File: config.mk
export PLATFORM = sky130hd
export DESIGN_NAME = cmd_link_rx
export DESIGN_NICKNAME = d
export VERILOG_FILES = /design/src/rtl/clr_pkg.sv /design/src/rtl/clr_sync2.sv /design/src/rtl/clr_deadline.sv /design/src/rtl/clr_framer.sv /design/src/rtl/cmd_link_rx.sv
export SDC_FILE = /design/constraint.sdc
export NUM_CORES = 1
export LEC_CHECK = 0
export BUFFER_PORTS_ARGS = -buffer_cell sky130_fd_sc_hd__buf_2
export CORE_MARGIN = 2
export CORE_UTILIZATION = 45
export CTS_CLUSTER_SIZE = 40
export DETAILED_ROUTE_END_ITERATION = 10
export GPL_TIMING_DRIVEN = 1
export SYNTH_ARGS = -nofsm -noshare
export SYNTH_HDL_FRONTEND = slang
export SYNTH_SLANG_ARGS = --single-unit
File: constraint.sdc
create_clock -name clk -period 2.6 [get_ports clk]
set_clock_uncertainty 0.2 [all_clocks]
set_input_delay 0.13 -clock clk [delete_from_list [all_inputs] [get_ports clk]]
set_output_delay 0.13 -clock clk [all_outputs]
set_load 0.005 [all_outputs]
File: src/rtl/clr_pkg.sv
package clr_pkg;

  typedef enum logic {
    CLR_BYTE = 1'b0,
    CLR_WORD = 1'b1
  } clr_mode_e;

  function automatic int unit_bits(input clr_mode_e m);
    return (m == CLR_WORD) ? 16 : 8;
  endfunction

  function automatic int unit_count(input clr_mode_e m);
    return (m == CLR_WORD) ? 2 : 3;
  endfunction

  function automatic int limit_ns(input clr_mode_e m);
    return (m == CLR_WORD) ? 18000 : 15000;
  endfunction

endpackage

File: src/rtl/clr_sync2.sv
module clr_sync2 #(
  parameter int W = 3
) (
  input  logic         clk,
  input  logic         rst_n,
  input  logic [W-1:0] d_i,
  output logic [W-1:0] q_o
);
  for (genvar i = 0; i < W; i++) begin : g_bit
    logic s1, s2;
    always_ff @(posedge clk) begin
      if (!rst_n) begin
        s1 <= 1'b0;
        s2 <= 1'b0;
      end else begin
        s1 <= d_i[i];
        s2 <= s1;
      end
    end
    assign q_o[i] = s2;
  end
endmodule

File: src/rtl/clr_deadline.sv
module clr_deadline #(
  parameter int LIMIT = 3000
) (
  input  logic clk,
  input  logic rst_n,
  input  logic start_i,
  input  logic clear_i,
  output logic expire_o
);
  localparam int CW = $clog2(LIMIT + 1);

  logic          run_q;
  logic [CW-1:0] cnt_q;

  always_ff @(posedge clk) begin
    if (!rst_n) begin
      run_q <= 1'b0;
      cnt_q <= '0;
    end else if (start_i) begin
      run_q <= 1'b1;
      cnt_q <= '0;
    end else if (clear_i) begin
      run_q <= 1'b0;
      cnt_q <= '0;
    end else if (run_q) begin
      cnt_q <= cnt_q + 1'b1;
    end
  end

  assign expire_o = run_q && (cnt_q == CW'(LIMIT - 1));
endmodule

File: src/rtl/clr_framer.sv
module clr_framer #(
  parameter int UNIT_W  = 8,
  parameter int N_UNITS = 3,
  parameter int CMD_W   = UNIT_W * N_UNITS
) (
  input  logic             clk,
  input  logic             rst_n,
  input  logic             bit_stb_i,
  input  logic             bit_val_i,
  input  logic             sync_lvl_i,
  input  logic             expire_i,
  output logic             start_o,
  output logic             clear_o,
  output logic             busy_o,
  output logic             done_o,
  output logic             abort_o,
  output logic [CMD_W-1:0] cmd_data_o
);
  localparam int BW = $clog2(UNIT_W);
  localparam int UW = (N_UNITS > 1) ? $clog2(N_UNITS) : 1;

  logic [BW-1:0]    bit_cnt_q;
  logic [UW-1:0]    unit_cnt_q;
  logic [CMD_W-1:0] shreg_q, data_q, shifted;
  logic             busy_q, need_mark_q, done_q, abort_q;
  logic             is_data, is_mark, ferr, accept, unit_end, last, tmo;

  always_comb begin
    is_data  = bit_stb_i && !sync_lvl_i;
    is_mark  = bit_stb_i && sync_lvl_i;
    ferr     = busy_q && ((is_mark && (bit_cnt_q != '0)) || (is_data && need_mark_q));
    accept   = is_data && !ferr;
    unit_end = accept && (bit_cnt_q == BW'(UNIT_W - 1));
    last     = unit_end && (unit_cnt_q == UW'(N_UNITS - 1));
    tmo      = expire_i && busy_q && !last;
    shifted  = busy_q ? {shreg_q[CMD_W-2:0], bit_val_i}
                      : {{(CMD_W-1){1'b0}}, bit_val_i};
  end

  always_ff @(posedge clk) begin
    if (!rst_n) begin
      bit_cnt_q   <= '0;
      unit_cnt_q  <= '0;
      shreg_q     <= '0;
      data_q      <= '0;
      busy_q      <= 1'b0;
      need_mark_q <= 1'b0;
      done_q      <= 1'b0;
      abort_q     <= 1'b0;
    end else begin
      done_q  <= last;
      abort_q <= ferr || tmo;
      if (last) data_q <= shifted;
      if (ferr || tmo) begin
        busy_q      <= 1'b0;
        need_mark_q <= 1'b0;
        bit_cnt_q   <= '0;
        unit_cnt_q  <= '0;
      end else begin
        if (is_mark) need_mark_q <= 1'b0;
        if (accept) begin
          shreg_q <= shifted;
          busy_q  <= !last;
          if (unit_end) begin
            bit_cnt_q   <= '0;
            need_mark_q <= !last;
            unit_cnt_q  <= last ? '0 : unit_cnt_q + 1'b1;
          end else begin
            bit_cnt_q <= bit_cnt_q + 1'b1;
          end
        end
      end
    end
  end

  assign start_o    = accept && !busy_q;
  assign clear_o    = ferr || tmo || last;
  assign busy_o     = busy_q;
  assign done_o     = done_q;
  assign abort_o    = abort_q;
  assign cmd_data_o = data_q;
endmodule

File: src/rtl/cmd_link_rx.sv
module cmd_link_rx
  import clr_pkg::*;
#(
  parameter clr_mode_e MODE    = CLR_BYTE,
  parameter int        CLK_MHZ = 200,
  localparam int       UNIT_W  = unit_bits(MODE),
  localparam int       N_UNITS = unit_count(MODE),
  localparam int       CMD_W   = UNIT_W * N_UNITS
) (
  input  logic             clk,
  input  logic             rst_n,
  input  logic             ser_clk_i,
  input  logic             ser_dat_i,
  input  logic             ser_sync_i,
  output logic             cmd_valid_o,
  output logic [CMD_W-1:0] cmd_data_o,
  output logic             timeout_evt_o
);
  localparam int TIMEOUT_CYC = CLK_MHZ * limit_ns(MODE) / 1000;

  logic [2:0] raw_in, syn_in;
  logic       sclk_s, dat_s, fs_s, sclk_q, rise;
  logic       start, clear, expire, rx_busy;

  assign raw_in = {ser_clk_i, ser_dat_i, ser_sync_i};

  clr_sync2 #(.W(3)) u_sync (
    .clk  (clk),
    .rst_n(rst_n),
    .d_i  (raw_in),
    .q_o  (syn_in)
  );

  assign {sclk_s, dat_s, fs_s} = syn_in;

  always_ff @(posedge clk) begin
    if (!rst_n) sclk_q <= 1'b0;
    else        sclk_q <= sclk_s;
  end

  assign rise = sclk_s && !sclk_q;

  clr_deadline #(.LIMIT(TIMEOUT_CYC)) u_deadline (
    .clk     (clk),
    .rst_n   (rst_n),
    .start_i (start),
    .clear_i (clear),
    .expire_o(expire)
  );

  clr_framer #(.UNIT_W(UNIT_W), .N_UNITS(N_UNITS), .CMD_W(CMD_W)) u_framer (
    .clk       (clk),
    .rst_n     (rst_n),
    .bit_stb_i (rise),
    .bit_val_i (dat_s),
    .sync_lvl_i(fs_s),
    .expire_i  (expire),
    .start_o   (start),
    .clear_o   (clear),
    .busy_o    (rx_busy),
    .done_o    (cmd_valid_o),
    .abort_o   (timeout_evt_o),
    .cmd_data_o(cmd_data_o)
  );
endmodule

==> results.sh <==
export IMPL_status="completed"
export IMPL_cts_setup_buffers=0
export IMPL_finalSetupViolations=0
export IMPL_cts_buffers=9
export IMPL_vias=2888
export IMPL_cp_top_family="simple AND/OR/NAND/NOR gates"
export IMPL_diodes=0
export IMPL_p_leak_nw=1.35
export IMPL_regToRegSetupSlack_ns=0.27
export IMPL_worstHoldStart="u_sync.g_bit[2].s1$_SDFF_PN0_"
export IMPL_layout_commonest_cell="dfxtp_1"
export IMPL_placementRows=31
export IMPL_io_buffer_count=30
export IMPL_crit_path_end_kind="flip-flop"
export IMPL_yosysSeqAreaShare_pct=44.6
export IMPL_fin_tns_setup_ns=0
export IMPL_powerDensity_mw_per_mm2=573
export IMPL_grt_overflow=0
export IMPL_firstDrtPassIters=5
export IMPL_htree_num_levels=3
export IMPL_hp_class="flip-flop to flip-flop"
export IMPL_routed_wl_um=7930
export IMPL_cts_sinks=76
export IMPL_grt_pass1_wl_um=13200
export IMPL_grt_max_degree=47
export IMPL_start_util_pct=46.8
export IMPL_fmax_ghz=0.429
export IMPL_drv_cap=0
export IMPL_gp_congestion=0.749
export IMPL_worst_path_max_fanout=12
export IMPL_grt_pass1_vias=2592
export IMPL_syn_to_final_growth_pct=16.0
export IMPL_antenna_found_initial=0
export IMPL_syn_num_nets=380
export IMPL_cts_repair_resized=0
export IMPL_clock_path_buffers=2
export IMPL_r2r_start="u_deadline.cnt_q[3]$_SDFFE_PP0P_"
export IMPL_ys_warnings_count=0
export IMPL_fillers=702
export IMPL_detail_route_wl_per_cell_um=15.7
export IMPL_die_area_mm2=0.00829
export IMPL_vdd_ir_drop_max_v=0.000327
export IMPL_synthDistinctLibCells=43
export IMPL_fin_hold_ws_ns=0.246
export IMPL_die_h_um=91.1
export IMPL_drc=0
export IMPL_ys_flop_type="dfxtp_1"
export IMPL_synth_edf_count=0
export IMPL_worstPathCellList="or3_4 -> or4_1 -> buf_4 -> nand3_2 -> o211ai_1"
export IMPL_detail_route_antenna_nets=0
export IMPL_r2r_end="u_framer.shreg_q[6]$_SDFFE_PN0P_"
export IMPL_fin_crit_sh_pct=89.7
export IMPL_clkLatencyLatePin_ns=0.35
export IMPL_worstSetupStartpointType="flip-flop"
export IMPL_rsz0062_at_grt="false"
export IMPL_tightest_slew_ns=0.559
export IMPL_rr_worst_depth=5
export IMPL_async_reset_ff_share_pct=0
export IMPL_hold_violations=0
export IMPL_synth_area_per_cell_um2=9.20
export IMPL_nets=409
export IMPL_dpl_hpwl_um=4950
export IMPL_via_per_inst=5.73
export IMPL_clk_pin_slew_ns=0.08
export IMPL_cp_buffers_inverters=1
export IMPL_cts_tree="done"
export IMPL_drive_gt1_share_pct=22.2
export IMPL_min_to="u_sync.g_bit[2].s2$_SDFF_PN0_"
export IMPL_timing_final_crit_period_ns=2.33
export IMPL_cts_hold_fix_buffers=7
export IMPL_die_w_um=91.1
export IMPL_grt_total_usage_pct=19.5
export IMPL_hold_depth=1
export IMPL_crit_slowest_cell="or4_1"
export IMPL_finalPower_mw=2.27
export IMPL_synth_seq_cells=76
export IMPL_clockRootBuffer="clkbuf_8"
export IMPL_slowest_delay_ns=0.71
export IMPL_initialDrtViolationCount=224
export IMPL_layout_common_cells="dfxtp_1, nand3_1, nor2_1, a32oi_1, buf_2"
export IMPL_cp_required_ns=2.61
export IMPL_slew_headroom_pct=62.7
export IMPL_critical_path_arrival_ns=2.34
export IMPL_num_io_pins=31
export IMPL_syn_instance_count=371
export IMPL_core_area_mm2=0.00729
export IMPL_slew_viol_final=0
export IMPL_crit_type="flip-flop to flip-flop"
export IMPL_syn_cell_area_mm2=0.00341
## cell type report
type	count	area (um2)	area share, %
Timing Repair Buffer	54	360	9.10
Tap cell	99	124	3.13
Clock inverter	6	87.6	2.21
Clock buffer	10	138	3.48
Sequential cell	76	1520	38.4
Multi-Input combinational cell	255	1710	43.3
Inverter	4	15.0	0.379
## cell usage after synthesis (2+ instances only)
cell type,number,area [um2]
or3b_1,2,17.5
or3_1,2,12.5
and3_1,2,12.5
clkbuf_1,24,90.1
nand3_2,21,210
nand2_1,23,86.3
nor3b_1,3,22.5
xor2_1,5,43.8
inv_1,3,11.3
nand3b_1,3,22.5
dfxtp_1,76,1520
a32oi_1,32,280
o211ai_1,22,165
nand3_1,37,185
buf_2,6,30.0
a21oi_1,17,85.1
and4_1,2,17.5
buf_6,4,45.0
nor3_1,2,10.0
a21boi_0,6,45.0
ha_1,4,50.1
nand4_1,11,68.8
and2_1,8,50.1
nor2_1,32,120
xnor2_1,6,52.6
## sequential cells by signal, indices dropped and copies added (netlist names)
signal and cells:
u_sync.g_bit.s2 3, u_framer.shreg_q 23, sclk_q 1, u_deadline.cnt_q 12, u_framer.unit_cnt_q 2, u_framer.done_o 1
u_framer.abort_o 1, u_deadline.run_q 1, u_framer.need_mark_q 1, u_sync.g_bit.s1 3, u_framer.cmd_data_o 24, u_framer.busy_o 1
u_framer.bit_cnt_q 3
## power by group
| group | leakage, nW | internal, mW | switching, mW | total (mW) |
|---|---|---|---|---|
| combinational | 0.634 | 0.0285 | 0.0557 | 0.0842 |
| clock | 0.105 | 0.564 | 0.440 | 1.00 |
| sequential | 0.614 | 1.17 | 0.00798 | 1.18 |
## per-stage QoR
step | worst slack [ns] | instances | area (um2) | utilization (%)
final | 0.267 | 504 | 3960 | 54.3
after global routing | 0.196 | 504 | 3960 | 54.3
after CTS | 0.279 | 504 | 3960 | 54.3
after detailed placement | 0.291 | 481 | 3660 | 50.2
after global placement | 0.329 | 481 | 3660 | 50.2
after floorplan | 0.416 | 371 | 3410 | -
## worst reg2reg max path, stage by stage, from the launching register on
cell      delay (ns)
dfxtp_1         0.38
or3_4           0.43
or4_1           0.71
buf_4           0.29
nand3_2         0.09
o211ai_1        0.10
## cells by family (layout without fill, tap and decap cells)
group,count (synthesis),in the layout,share of synthesized area [%]
AO/OA/AOI/OAI,83,83,18.4
XOR/XNOR,11,11,2.82
adder cells (fa/ha/maj),4,4,1.47
buffers and inverters,40,74,5.61
flip-flops,76,76,44.6
multiplexers,1,1,0.293
AND/OR/NAND/NOR,156,156,26.8
## worst max-delay path by stage
stage | from | endpoint | slack, ns | cells after the start
detailed placement | u_deadline.cnt_q[3]$_SDFFE_PP0P_ | u_framer.shreg_q[6]$_SDFFE_PN0P_ | 0.29 | 5
global route | u_deadline.cnt_q[3]$_SDFFE_PP0P_ | u_framer.shreg_q[14]$_SDFFE_PN0P_ | 0.20 | 5
CTS | u_deadline.cnt_q[3]$_SDFFE_PP0P_ | u_framer.shreg_q[6]$_SDFFE_PN0P_ | 0.28 | 5
floorplan | u_framer.bit_cnt_q[0]$_SDFFE_PP0P_ | u_framer.shreg_q[19]$_SDFFE_PN0P_ | 0.42 | 9
finish | u_deadline.cnt_q[3]$_SDFFE_PP0P_ | u_framer.shreg_q[6]$_SDFFE_PN0P_ | 0.27 | 5
global placement | u_deadline.cnt_q[3]$_SDFFE_PP0P_ | u_framer.shreg_q[4]$_SDFFE_PN0P_ | 0.33 | 5
## routing by layer
| layer | share of wire, % | routed length [um] | vias up | global-route usage, % |
|---|---|---|---|---|
| li1 | - | - | 1445 | - |
| met1 | 51 | 4040 | 1375 | 28.3 |
| met2 | 43 | 3440 | 58 | 28.4 |
| met3 | 4.4 | 350 | 10 | 4.65 |
| met4 | 1.2 | 99 | 0 | 6.44 |
| met5 | 0 | 0 | - | 0 |
No activity file was read; power rests on OpenSTA's default activity.
